File: src/rtl/sar_pkg.sv
package sar_pkg;
  localparam int RES_W     = 12;
  localparam int MID_W     = RES_W - 2;
  localparam int LOW_W     = RES_W - 4;
  localparam int LOW_RAW_W = LOW_W + 1;
  localparam int STEP_W    = $clog2(RES_W + 1);

  typedef enum logic [1:0] {
    RES_LOW      = 2'd0,
    RES_MID      = 2'd1,
    RES_FULL     = 2'd2,
    RES_FULL_ALT = 2'd3
  } res_mode_e;

  // number of raw bits the search resolves for a mode
  function automatic logic [STEP_W-1:0] raw_bits(res_mode_e m);
    return (m == RES_LOW) ? STEP_W'(LOW_RAW_W) : STEP_W'(RES_W);
  endfunction

  // left-aligned raw code -> right-justified rounded result, saturating
  function automatic logic [RES_W-1:0] round_raw(logic [RES_W-1:0] raw, res_mode_e m);
    logic [MID_W:0] mid_sum;
    logic [LOW_W:0] low_sum;
    mid_sum = {1'b0, raw[RES_W-1:2]} + {{MID_W{1'b0}}, raw[1]};
    low_sum = {1'b0, raw[RES_W-1:4]} + {{LOW_W{1'b0}}, raw[3]};
    case (m)
      RES_MID: return mid_sum[MID_W] ? {{(RES_W-MID_W){1'b0}}, {MID_W{1'b1}}}
                                     : {{(RES_W-MID_W){1'b0}}, mid_sum[MID_W-1:0]};
      RES_LOW: return low_sum[LOW_W] ? {{(RES_W-LOW_W){1'b0}}, {LOW_W{1'b1}}}
                                     : {{(RES_W-LOW_W){1'b0}}, low_sum[LOW_W-1:0]};
      default: return raw;
    endcase
  endfunction

  function automatic logic cmp_pass(logic [RES_W-1:0] val, logic [RES_W-1:0] thr, logic gt);
    return gt ? (val >= thr) : (val < thr);
  endfunction
endpackage

File: src/rtl/sar_search.sv
module sar_search
  import sar_pkg::*;
(
  input  logic             clk,
  input  logic             rst_n,
  input  logic             start,
  input  logic             stop,
  input  res_mode_e        mode,
  input  logic             cmp_in,
  output logic             busy,
  output logic [RES_W-1:0] dac_code,
  output logic             conv_end,
  output logic [RES_W-1:0] raw_code,
  output res_mode_e        conv_mode
);
  localparam logic [RES_W-1:0] MSB = {1'b1, {(RES_W-1){1'b0}}};

  logic              busy_q;
  logic [STEP_W-1:0] step_q;
  logic [STEP_W-1:0] nbits_q;
  logic [RES_W-1:0]  acc_q;
  res_mode_e         mode_q;

  logic [RES_W-1:0] trial_mask;
  logic [RES_W-1:0] trial;
  logic [RES_W-1:0] decided;
  logic             last_step;

  assign trial_mask = MSB >> step_q;
  assign trial      = acc_q | trial_mask;
  assign decided    = cmp_in ? trial : acc_q;
  assign last_step  = (step_q == nbits_q - STEP_W'(1));

  assign busy      = busy_q;
  assign dac_code  = busy_q ? trial : '0;
  assign conv_end  = busy_q && last_step && !stop;
  assign raw_code  = decided;
  assign conv_mode = mode_q;

  always_ff @(posedge clk) begin
    if (!rst_n) begin
      busy_q  <= 1'b0;
      step_q  <= '0;
      nbits_q <= STEP_W'(RES_W);
      acc_q   <= '0;
      mode_q  <= RES_FULL;
    end else if (start) begin
      busy_q  <= 1'b1;
      step_q  <= '0;
      acc_q   <= '0;
      mode_q  <= mode;
      nbits_q <= raw_bits(mode);
    end else if (stop) begin
      busy_q <= 1'b0;
    end else if (busy_q) begin
      acc_q <= decided;
      if (last_step) busy_q <= 1'b0;
      else           step_q <= step_q + STEP_W'(1);
    end
  end

  // every start or restart presents the midscale trial first
  a_r3_msb_first: assert property (@(posedge clk) disable iff (!rst_n)
    $past(start) |-> (dac_code == MSB));

  // no trial activity while idle
  a_r4_idle_quiet: assert property (@(posedge clk) disable iff (!rst_n)
    (!busy_q && !start) |=> (dac_code == '0));
endmodule

File: src/rtl/sar_result.sv
module sar_result
  import sar_pkg::*;
(
  input  logic [RES_W-1:0] raw_code,
  input  res_mode_e        mode,
  input  logic             cmp_en,
  input  logic             cmp_gt,
  input  logic [RES_W-1:0] cmp_thr,
  output logic [RES_W-1:0] res_val,
  output logic             accept
);
  assign res_val = round_raw(raw_code, mode);
  assign accept  = !cmp_en || cmp_pass(res_val, cmp_thr, cmp_gt);
endmodule

File: src/rtl/sar_conv_ctrl.sv
module sar_conv_ctrl
  import sar_pkg::*;
#(
  parameter int CH_W = 5
) (
  input  logic             clk,
  input  logic             rst_n,
  input  logic             chan_wr,
  input  logic [CH_W-1:0]  chan_sel,
  input  logic [1:0]       res_mode,
  input  logic             irq_en,
  input  logic             cmp_en,
  input  logic             cmp_gt,
  input  logic [RES_W-1:0] cmp_thr,
  input  logic             cmp_in,
  input  logic             res_rd,
  output logic [RES_W-1:0] dac_code,
  output logic             busy,
  output logic [RES_W-1:0] result,
  output logic             done_flag,
  output logic             irq
);
  localparam logic [CH_W-1:0] CH_OFF = {CH_W{1'b1}};

  logic             start_ev;
  logic             stop_ev;
  logic             conv_end;
  logic             accept;
  logic             wr_en;
  logic [RES_W-1:0] raw_code;
  logic [RES_W-1:0] res_val;
  res_mode_e        conv_mode;
  logic [RES_W-1:0] result_q;
  logic             flag_q;

  assign start_ev = chan_wr && (chan_sel != CH_OFF);
  assign stop_ev  = chan_wr;

  sar_search u_search (
    .clk       (clk),
    .rst_n     (rst_n),
    .start     (start_ev),
    .stop      (stop_ev),
    .mode      (res_mode_e'(res_mode)),
    .cmp_in    (cmp_in),
    .busy      (busy),
    .dac_code  (dac_code),
    .conv_end  (conv_end),
    .raw_code  (raw_code),
    .conv_mode (conv_mode)
  );

  sar_result u_result (
    .raw_code (raw_code),
    .mode     (conv_mode),
    .cmp_en   (cmp_en),
    .cmp_gt   (cmp_gt),
    .cmp_thr  (cmp_thr),
    .res_val  (res_val),
    .accept   (accept)
  );

  assign wr_en = conv_end && accept;

  always_ff @(posedge clk) begin
    if (!rst_n) begin
      result_q <= '0;
      flag_q   <= 1'b0;
    end else begin
      if (wr_en) result_q <= res_val;
      if (start_ev)    flag_q <= 1'b0;
      else if (wr_en)  flag_q <= 1'b1;
      else if (res_rd) flag_q <= 1'b0;
    end
  end

  assign result    = result_q;
  assign done_flag = flag_q;
  assign irq       = flag_q && irq_en;

  // an all-ones channel write leaves the converter stopped
  a_r2_off_stops: assert property (@(posedge clk) disable iff (!rst_n)
    (chan_wr && chan_sel == CH_OFF) |=> !busy);

  // 10-bit results never use the top two bits
  a_r6_mid_width: assert property (@(posedge clk) disable iff (!rst_n)
    (wr_en && conv_mode == RES_MID) |=> (result[RES_W-1:MID_W] == '0));

  // 8-bit results stay in the low byte
  a_r7_low_width: assert property (@(posedge clk) disable iff (!rst_n)
    (wr_en && conv_mode == RES_LOW) |=> (result[RES_W-1:LOW_W] == '0));

  // the flag only rises from a result write
  a_r8_flag_source: assert property (@(posedge clk) disable iff (!rst_n)
    $rose(done_flag) |-> $past(wr_en));

  // masked interrupt stays low
  a_r8_irq_gate: assert property (@(posedge clk) disable iff (!rst_n)
    !irq_en |-> !irq);

  // a failing compare holds the result and does not raise the flag
  a_r10_fail_holds: assert property (@(posedge clk) disable iff (!rst_n)
    (conv_end && !accept) |=> ($stable(result) && !$rose(done_flag)));
endmodule

File: config.mk
export PLATFORM = sky130hd
export DESIGN_NAME = sar_conv_ctrl
export DESIGN_NICKNAME = d
export VERILOG_FILES = /design/src/rtl/sar_pkg.sv /design/src/rtl/sar_search.sv /design/src/rtl/sar_result.sv /design/src/rtl/sar_conv_ctrl.sv
export SDC_FILE = /design/constraint.sdc
export NUM_CORES = 1
export LEC_CHECK = 0
export CAP_MARGIN = 0
export CORE_ASPECT_RATIO = 1.2
export CORE_UTILIZATION = 48
export DETAILED_ROUTE_END_ITERATION = 10
export PLACE_DENSITY = 0.78
export SLEW_MARGIN = 10
export SYNTH_ARGS = -nofsm -noshare
export SYNTH_HDL_FRONTEND = slang
export SYNTH_SLANG_ARGS = --single-unit
File: constraint.sdc
create_clock -name clk -period 4.1 [get_ports clk]
set_input_delay 0.82 -clock clk [delete_from_list [all_inputs] [get_ports clk]]
set_output_delay 0.82 -clock clk [all_outputs]
set_load 0.02 [all_outputs]
==> results of run 1 <==
## power groups by stage
stage	clock network [uW]	logic (uW)	registers, uW
2_1_floorplan	0	76.5	344
3_3_place_gp	0	139	347
3_5_place_dp	0	143	347
4_1_cts	392	159	339
5_1_grt	410	181	339
6_report	393	168	338
## Yosys cell counts, drive strengths merged (2+ instances only)
master / count
nand4bb: 2
nor3: 7
inv: 29
o31ai: 4
nand2: 20
a221oi: 4
a222oi: 2
or3: 2
nor2b: 19
xor2: 6
o311ai: 3
o211ai: 12
mux2i: 4
xnor2: 4
and4b: 4
a31oi: 6
nand3b: 3
nor2: 28
nand4: 4
o21ai: 8
and2: 2
nand3: 16
a21o: 4
and2b: 2
a21oi: 46
dfxtp: 34
o22ai: 4
nor4: 4
buf: 3
ha: 22
clkbuf: 14
a41oi: 3
a211oi: 5
a22o: 2
nand2b: 6
## how the worst max path moves through the flow
| stage | from | end |
|---|---|---|
| 2_1_floorplan | cmp_in | result[10] |
| 3_3_place_gp | cmp_in | result[6] |
| 3_5_place_dp | cmp_in | result[9] |
| 4_1_cts | cmp_in | result[9] |
| 5_1_grt | u_search.step_q[2] | result[9] |
| 6_report | u_search.step_q[2] | result[8] |
## final cells by class
cell class                 count  area, um2  share of cell area
inverter                      29        109              0.0255
timing repair buffer         134       1160               0.273
sequential                    34        688               0.161
multi-input combinational    275       2080               0.489
tap                           64       80.1              0.0188
clock buffer                   5       68.8              0.0161
clock inverter                 3       68.8              0.0161
## per-stage QoR
stage | power, uW | TNS [ps] | area (um2)
floorplan | 421 | 0 | 2790
global placement | 486 | -7180 | 3830
detailed placement | 490 | -8070 | 3830
CTS | 891 | 0 | 4140
global route | 930 | -951 | 4260
finish | 899 | 0 | 4260
## kinds of logic (layout without fill, tap and decap cells)
kind of cell               after synthesis  count (layout)  synth area share
and+or+nand+nor                        126             126             0.263
AOI/OAI and AO/OA                      111             111             0.275
buffers and inverters                   46             171            0.0687
DFF                                     34              34             0.244
adders and majority gates               22              22            0.0988
xor gates and xnor gates                10              10            0.0314
muxes                                    5               6            0.0184
## metal layers
metal  GRT usage  part of all wire  vias to the layer above  routed length (um)
li1            -                 -                     1552                   -
met1       0.342              0.38                     1552                3690
met2       0.540              0.50                      148                4860
met3      0.0534             0.051                       52                 491
met4       0.194             0.061                        0                 590
met5           0                 0                        -                   0
## worst reg2reg max path, delay by kind of cell, from the launching register on
family | cells | cell delay (ps)
AO/OA/AOI/OAI | 6 | 1400
AND/OR/NAND/NOR | 4 | 710
adder cells (fa/ha/maj) | 2 | 640
buffers and inverters | 3 | 470
multiplexers | 1 | 380
flip-flops | 1 | 340
## timing repair
| item | 4_1_cts | 5_1_grt |
|---|---|---|
| buffers inserted | 12 | 1 |
| gates cloned | 1 | 0 |
| pin swaps | 13 | 19 |
| resized for setup | 19 | 35 |
| setup endpoints to repair | 13 | 13 |
## state kept, by name, summed over array words and instances, names as in the netlist
register            flops
done_flag               1
result                 12
u_search.acc_q         12
u_search.busy           1
u_search.conv_mode      2
u_search.nbits_q        2
u_search.step_q         4
==> qor.yml, run 1 <==
worst_setup_path:
  timing.rr.start: "u_search.step_q[2]"
  crit_slowest_cell: "mux2_4"
  endpoint_kind: "flip-flop"
  timing_worst_setup_path_type: "reg2reg"
  critPathBufInv: 3
  cp.arrival_ps: 4230
  required_ps: 4270
  max_stage_delay_ps: 380
  r2r_slack_ps: 50
  crit_fanout: 8
  cp_num_cells: 16
  crit_family: "compound AO/OA/AOI/OAI gates"
  cp-start-kind: "flip-flop"
  r2r-end: "result[8]"
  ff2ff_path_depth: 16
  path_cells: "buf_4 > inv_1 > ha_1 > nand3b_2 > a22o_4 > nor3_4 > buf_4 > o311ai_1 > a21oi_1 > ha_1 > nand4_1 > nor2_1 > a211oi_2 > mux2_4 > o211ai_1 > a21oi_1"
routing:
  postRouteAntennaNets: 0
  vias: 3304
  firstDrtPassIters: 5
  wl_um: 9640
  drc_errors: 0
  viasPerCell: 6.07
  wl_per_cell_um: 17.7
  drtIter0Drc: 293
pwr:
  ir_worst_vdd_v: 0.000323
  netSwitchingFraction: 0.264
  clkPwrFrac: 0.437
  power.net_switching_uw: 237
  combPwrFrac: 0.187
  internal_power_uw: 662
  p_seq_frac: 0.376
  p_leak_uw: 0.00176
  pwr_density_cell_nw_per_um2: 211
clocking:
  clock_sinks: 34
  cts-root-buf: "clkbuf_8"
  clock_path_buffers: 2
  cts_tree: "yes"
  clk_latency_ps: 300
  clk_pin_slew_ps: 90
  ctsHoldBuffers: 0
  h-tree-depth: 2
  cts_buffers: 5
synth:
  synth_top_area_frac: 0.244
  netlist_area_um2: 2790
  synth-async-reset-ratio: 0
  synthCells: 354
  synth.distinct_cells: 66
  yosysTopAreaCell: "dfxtp_1"
  synth_area_leaders: "dfxtp_1, ha_1, a21oi_1"
  ys_seq_area_frac: 0.244
  ys.flop_type: "dfxtp_1"
  yosysWarningCount: 0
  ys_ff_latch: 34
  synth.avg_cell_area_um2: 7.87
  syn-num-nets: 403
  synth_edf_count: 0
sta:
  min_period_over_period: 0.988
  min_period_ps: 4050
  worst_pin_slew_ps: 673
  relSlewSlack: 0.550
  timing.final.max_slew_violations: 0
  hold_slack_ps: 470
  setup_viol: 0
  layout_setup_ws_ps: 47.4
  finalClockSkew_ps: 12.8
  finalHoldViolations: 0
  max_freq_ghz: 0.247
die:
  dieArea_um2: 6110
  row_count: 30
  io_pins: 54
  die_h_um: 85.4
  core_um2: 5630
  die_x_um: 71.5
  initial_core_util: 0.495
layout:
  antenna_cells: 0
  fillers: 397
  fin_nets: 528
  utilization: 0.757
  drive_gt1_frac: 0.290
  mostFrequentLayoutCell: "buf_4"
  area_delta_synth_final_pct: 53.0
  final_cells: 544
  final_cell_mix: "buf_4, clkdlybuf4s50_1, a21oi_1"
hold_path:
  min_path_cells: 2
  hold_end: "result[10]"
  worstHoldStart: "result[10]"
  hold_class: "reg2reg"
global_routing:
  grt_max_degree: 18
  grt_usage: 0.308
  grt_pass1_wl_um: 14900
  overflow: 0
  grt_pass1_vias: 3229
  antenna_found_initial: 0
placed_design:
  portBuffers: 53
  dp_hpwl_um: 6630
  numPlacedInstances: 522
  gp_congestion: 0.986
  dp_slack_ps: -652
status:
  outcome: "complete, no violations"
job:
  cap_violations: 0
Note: power is estimated with default switching activity, not from simulation.
==> inputs of run 2 (changes only) <==
CORE_UTILIZATION = 45   (was 48)
PLACE_DENSITY = 0.74   (was 0.78)
==> run 2 against run 1 <==
Compared with the run above:
- routed wire length grew 4.3%
- combinational power is 5% higher
- largest cell class unchanged
- critical endpoint is now result[2]
- clock power fell by 2%
- fmax shrank 0.86%
- core utilization shrank 1.7 points
- first-iteration DRC count shrank 13%
- worst setup slack worse by 35 ps
- via count increased by 0.82%
==> qor.yml, run 2 (same netlist as run 1, synthesis figures left out) <==
status:
  outcome: "complete, no violations"  # unchanged
global_routing:
  grt_pass1_wl_um: 14200  # was 14900 um
  grt_max_degree: 18  # unchanged
  grt_usage: 0.285  # was 0.308
  overflow: 0  # unchanged
  grt_pass1_vias: 3136  # was 3229
  antenna_found_initial: 0  # unchanged
pwr:
  p_leak_uw: 0.00185  # was 0.00176 uW
  ir_worst_vdd_v: 0.000255  # was 0.000323 V
  pwr_density_cell_nw_per_um2: 203  # was 211 nW/um2
die:
  dieArea_um2: 6510  # was 6110 um2
  initial_core_util: 0.463  # was 0.495
  die_h_um: 88.2  # was 85.4 um
  row_count: 31  # was 30
  core_um2: 6010  # was 5630 um2
  io_pins: 54  # unchanged
  die_x_um: 73.8  # was 71.5 um
sta:
  min_period_ps: 4090  # was 4050 ps
  rsz0062_at_grt: "true"
  timing.final.max_slew_violations: 0  # unchanged
  worst_pin_slew_ps: 693  # was 673 ps
  min_period_over_period: 0.997  # was 0.988
  finalHoldViolations: 0  # unchanged
  layout_setup_ws_ps: 12.1  # was 47.4 ps
  hold_slack_ps: 469  # was 470 ps
  finalClockSkew_ps: 8.94  # was 12.8 ps
  relSlewSlack: 0.537  # was 0.550
  max_freq_ghz: 0.245  # was 0.247 GHz
  setup_viol: 0  # unchanged
clocking:
  cts-root-buf: "clkbuf_8"  # unchanged
  clock_sinks: 34  # unchanged
  clk_pin_slew_ps: 80  # was 90 ps
  clk_latency_ps: 300  # about the same
  ctsHoldBuffers: 0  # unchanged
  h-tree-depth: 2  # unchanged
  cts_buffers: 5  # unchanged
  clock_path_buffers: 2  # unchanged
  cts_tree: "yes"  # unchanged
layout:
  utilization: 0.740  # was 0.757
  antenna_cells: 0  # unchanged
  final_cell_mix: "buf_4, clkdlybuf4s50_1, a21oi_1"  # unchanged
  drive_gt1_frac: 0.308  # was 0.290
  mostFrequentLayoutCell: "buf_4"  # unchanged
  area_delta_synth_final_pct: 59.7  # was 53.0%
  fin_nets: 541  # was 528
hold_path:
  hold_end: "result[2]"  # was result[10]
  min_path_cells: 2  # unchanged
  worstHoldStart: "result[2]"  # was result[10]
  hold_class: "reg2reg"  # unchanged
worst_setup_path:
  cp.arrival_ps: 4260  # was 4230 ps
  r2r-end: "result[2]"  # was result[8]
  r2r_slack_ps: 40  # was 50 ps
  cp-start-kind: "primary input"  # was flip-flop
  timing.rr.start: "u_search.step_q[1]"  # was u_search.step_q[2]
  endpoint_kind: "flip-flop"  # unchanged
  crit_fanout: 5  # was 8
  required_ps: 4270  # about the same
  ff2ff_path_depth: 17  # was 16
  timing_worst_setup_path_type: "in2reg"  # was reg2reg
routing:
  viasPerCell: 5.79  # was 6.07
  drtIter0Drc: 256  # was 293
  vias: 3331  # was 3304
  wl_um: 10000  # was 9640 um
  postRouteAntennaNets: 0  # unchanged
  drc_errors: 0  # unchanged
  wl_per_cell_um: 17.5  # was 17.7 um
  firstDrtPassIters: 7  # was 5
placed_design:
  dp_slack_ps: -725  # was -652 ps
  dp_hpwl_um: 6520  # was 6630 um
  gp_congestion: 0.945  # was 0.986
  portBuffers: 53  # unchanged
job:
  cap_violations: 0  # unchanged
-- run 2: changes by cell type in the layout (fill, tap and decap cells not counted), sizes merged --
cell and delta:
buf +13
-- run 2: worst max path at each step --
stage,slack [ps],endpoint,depth (start not counted),startpoint
CTS,2,result[4],17,cmp_in
global route,-170,result[7],19,cmp_in
floorplan,10,result[10],19,cmp_in
finish,10,result[2],19,cmp_in
detailed placement,-730,result[7],17,cmp_in
global placement,-670,result[6],17,cmp_in
-- run 2: report_power, final --
part / internal, uW / leakage [uW] / switching (uW)
sequential: 333 / 0.000277 / 6.90
clock: 244 / 0.0000683 / 141
combinational: 90.9 / 0.00150 / 85.4
-- run 2: critical path, stage by stage --
cell	delay, ps
buf_8	80
and2b_2	190
nand3_2	110
nand2b_1	130
ha_2	200
buf_4	120
ha_4	130
o21ai_4	60
nor3_4	240
buf_4	180
nor3_1	60
nor4_2	400
ha_1	320
nand4_1	160
nor2_2	70
a211oi_2	340
mux2_4	370
o211ai_1	200
a21oi_1	80
-- run 2: per-layer routing --
metal | routed length, um | GRT usage | share of wire | vias to the layer above
met5 | 0 | 0 | 0 | -
met4 | 486 | 0.163 | 0.048 | 0
met3 | 429 | 0.0391 | 0.043 | 47
met2 | 5190 | 0.506 | 0.52 | 146
met1 | 3940 | 0.323 | 0.39 | 1552
li1 | - | - | - | 1586
-- run 2: what timing repair did --
item,CTS,global route
gates resized for setup,19,42
buffers inserted,15,12
pin swaps,10,25
endpoints found under the setup margin,13,13
cloned,2,0
-- run 2: area by class of cell --
type                       instances  area (um2)
clock inverter                     3        68.8
timing repair buffer             147        1260
clock buffer                       5        68.8
fill                             439        1560
sequential                        34         687
tap                               82         103
inverter                          29         109
multi-input combinational        275        2150
-- run 2: through the flow --
step | TNS (ps) | cells | total power [uW] | instance area (um2)
5_1_grt | -1420 | 575 | 928 | 4450
3_3_place_gp | -8190 | 539 | 486 | 3850
3_5_place_dp | -9090 | 539 | 489 | 3850
2_1_floorplan | 0 | 354 | 421 | 2790
6_report | 0 | 575 | 901 | 4450
4_1_cts | 0 | 564 | 890 | 4190
==> inputs of run 3 (changes only) <==
ABC_CLOCK_PERIOD_IN_PS = 4100   (was unset)
CORE_ASPECT_RATIO = unset   (was 1.2)
==> run 3 against run 2 <==
Compared with the run above:
- the run now ends with negative setup slack left
- core utilization grew 2.5 points
- sequential share of layout area shrank 0.39 points
- first-iteration DRC count grew 18%
- power grew 0.27%
- clock skew shrank 1.4 ps
- global-route usage grew 1.3 points
- critical path type unchanged
- highest routed layer unchanged
==> qor.yml, run 3 (same netlist as run 1, synthesis figures left out) <==
status:
  outcome: "complete, but fails checks"  # was complete, no violations
  violations: "negative setup slack"
worst_setup_path:
  startpoint: "cmp_in"  # unchanged
  endpoint_kind: "flip-flop"  # unchanged
  cp.arrival_ps: 4270  # was 4260 ps
  cp-start-kind: "primary input"  # unchanged
  required_ps: 4250  # was 4270 ps
  timing.rr.start: "u_search.step_q[0]"  # was u_search.step_q[1]
  crit_fanout: 6  # was 5
  timing_worst_setup_path_type: "in2reg"  # unchanged
layout:
  area_delta_synth_final_pct: 63.6  # was 59.7%
  final_cell_mix: "buf_4, clkdlybuf4s50_1, a21oi_1"  # unchanged
  fin_nets: 539  # was 541
  utilization: 0.765  # was 0.740
  fillers: 402  # was 439
  mostFrequentLayoutCell: "buf_4"  # unchanged
  ff_latch_area_um2: 686  # was 687 um2
  antenna_cells: 0  # unchanged
  drive_gt1_frac: 0.340  # was 0.308
  multi_input_area_um2: 2270  # was 2150 um2
sta:
  finalHoldViolations: 0  # unchanged
  rsz0062_at_grt: "true"  # unchanged
  relSlewSlack: 0.557  # was 0.537
  setup_viol: 1  # was 0
  worst_pin_slew_ps: 663  # was 693 ps
  hold_slack_ps: 470  # was 469 ps
  timing.final.max_slew_violations: 0  # unchanged
  setup-tns-final_ps: -21.3  # was 0 ps
  finalClockSkew_ps: 7.56  # was 8.94 ps
  min_period_over_period: 1.01  # was 0.997
  max_freq_ghz: 0.243  # was 0.245 GHz
  layout_setup_ws_ps: -21.3  # was 12.1 ps
  min_period_ps: 4120  # was 4090 ps
global_routing:
  antenna_found_initial: 0  # unchanged
  grt_pass1_vias: 2996  # was 3136
  global_route.usage.met3: 0.0602  # was 0.0391
  grt_usage: 0.298  # was 0.285
  grt_util_met2: 0.492  # was 0.506
  top_usage_layer: "met2"  # unchanged
  grt_pass1_wl_um: 14700  # was 14200 um
  grt_use_met1: 0.392  # was 0.323
  overflow: 0  # unchanged
  grt_max_degree: 18  # unchanged
clocking:
  clock_sinks: 34  # unchanged
  clk_pin_slew_ps: 80  # about the same
  h-tree-depth: 2  # unchanged
  clk_latency_ps: 290  # was 300 ps
  clock_path_buffers: 2  # unchanged
  cts_buffers: 5  # unchanged
  ctsHoldBuffers: 0  # unchanged
  cts-root-buf: "clkbuf_8"  # unchanged
  cts_tree: "yes"  # unchanged
routing:
  vias: 3426  # was 3331
  viasPerCell: 6.05  # was 5.79
  drtIter0Drc: 302  # was 256
  wl_um: 10400  # was 10000 um
  drc_errors: 0  # unchanged
  wl_per_cell_um: 18.4  # was 17.5 um
  postRouteAntennaNets: 0  # unchanged
  firstDrtPassIters: 6  # was 7
die:
  initial_core_util: 0.468  # was 0.463
  dieArea_um2: 6510  # about the same
  io_pins: 54  # unchanged
  die_h_um: 80.7  # was 88.2 um
  die_x_um: 80.7  # was 73.8 um
  row_count: 28  # was 31
  core_um2: 5960  # was 6010 um2
job:
  cap_violations: 0  # unchanged
pwr:
  pwr_density_cell_nw_per_um2: 198  # was 203 nW/um2
  ir_worst_vdd_v: 0.000236  # was 0.000255 V
  p_leak_uw: 0.00183  # was 0.00185 uW
placed_design:
  dp_hpwl_um: 7070  # was 6520 um
  gp_congestion: 0.915  # was 0.945
  portBuffers: 53  # unchanged
hold_path:
  hold_class: "reg2reg"  # unchanged
  worstHoldStart: "result[7]"  # was result[2]
==> run 3: cell count changes in the layout (fill, tap and decap cells not counted), sizes merged <==
cell	change
buf	-2
==> run 3: what timing repair did <==
action                                  4_1_cts  5_1_grt
setup buffers                                10        7
endpoints found under the setup margin       13       13
resized for setup                            34       50
gates cloned                                  1        0
pin swaps                                    19       34
==> run 3: power by group <==
| part | switching [uW] | total, uW | internal, uW |
|---|---|---|---|
| clock | 136 | 380 | 244 |
| combinational | 91.8 | 183 | 90.9 |
| sequential | 7.82 | 341 | 333 |
| total | 236 | 904 | 668 |
==> run 3: layout make-up <==
class | count | share of cell area
clock buffer | 5 | 0.0151
clock inverter | 3 | 0.0151
inverter | 29 | 0.0239
multi-input combinational | 275 | 0.499
sequential | 34 | 0.151
tap | 75 | 0.0206
timing repair buffer | 145 | 0.276
==> run 3: path summary, 6_finish.rpt <==
path / endpoint / slack [ps] / cells after the start
min: result[7] / 470 / 2
max: result[11] / -20 / 19
min reg2reg: result[7] / 470 / 2
max reg2reg: result[11] / 20 / 17
==> run 3: layer usage <==
metal  vias to the layer above  share of wire
met1                      1633           0.41
met5                         -              0
li1                       1573              -
met3                        34          0.093
met2                       186           0.47
met4                         0          0.026
==> run 3: worst max-delay path: stages <==
cell and delay [ps]:
buf_8 100, and2b_2 230, a31oi_4 220, inv_2 70
ha_4 180, ha_4 160, o21ai_4 60, nor3_4 60
buf_6 140, buf_4 130, a32oi_1 180, o21ai_1 170
ha_1 330, nand4_1 220, nor2_2 110, a211oi_4 340
mux2_4 380, o211ai_1 240, a21oi_1 120
==> run 3: stage by stage <==
step                      instance area, um2  cells  worst slack, ps  power [uW]
after floorplan                         2790    354             13.1         421
after global placement                  3910    542            -1020         488
after detailed placement                3910    542            -1040         491
after CTS                               4280    561             7.02         881
after global routing                    4560    566             -143         929
final                                   4560    566            -21.3         904
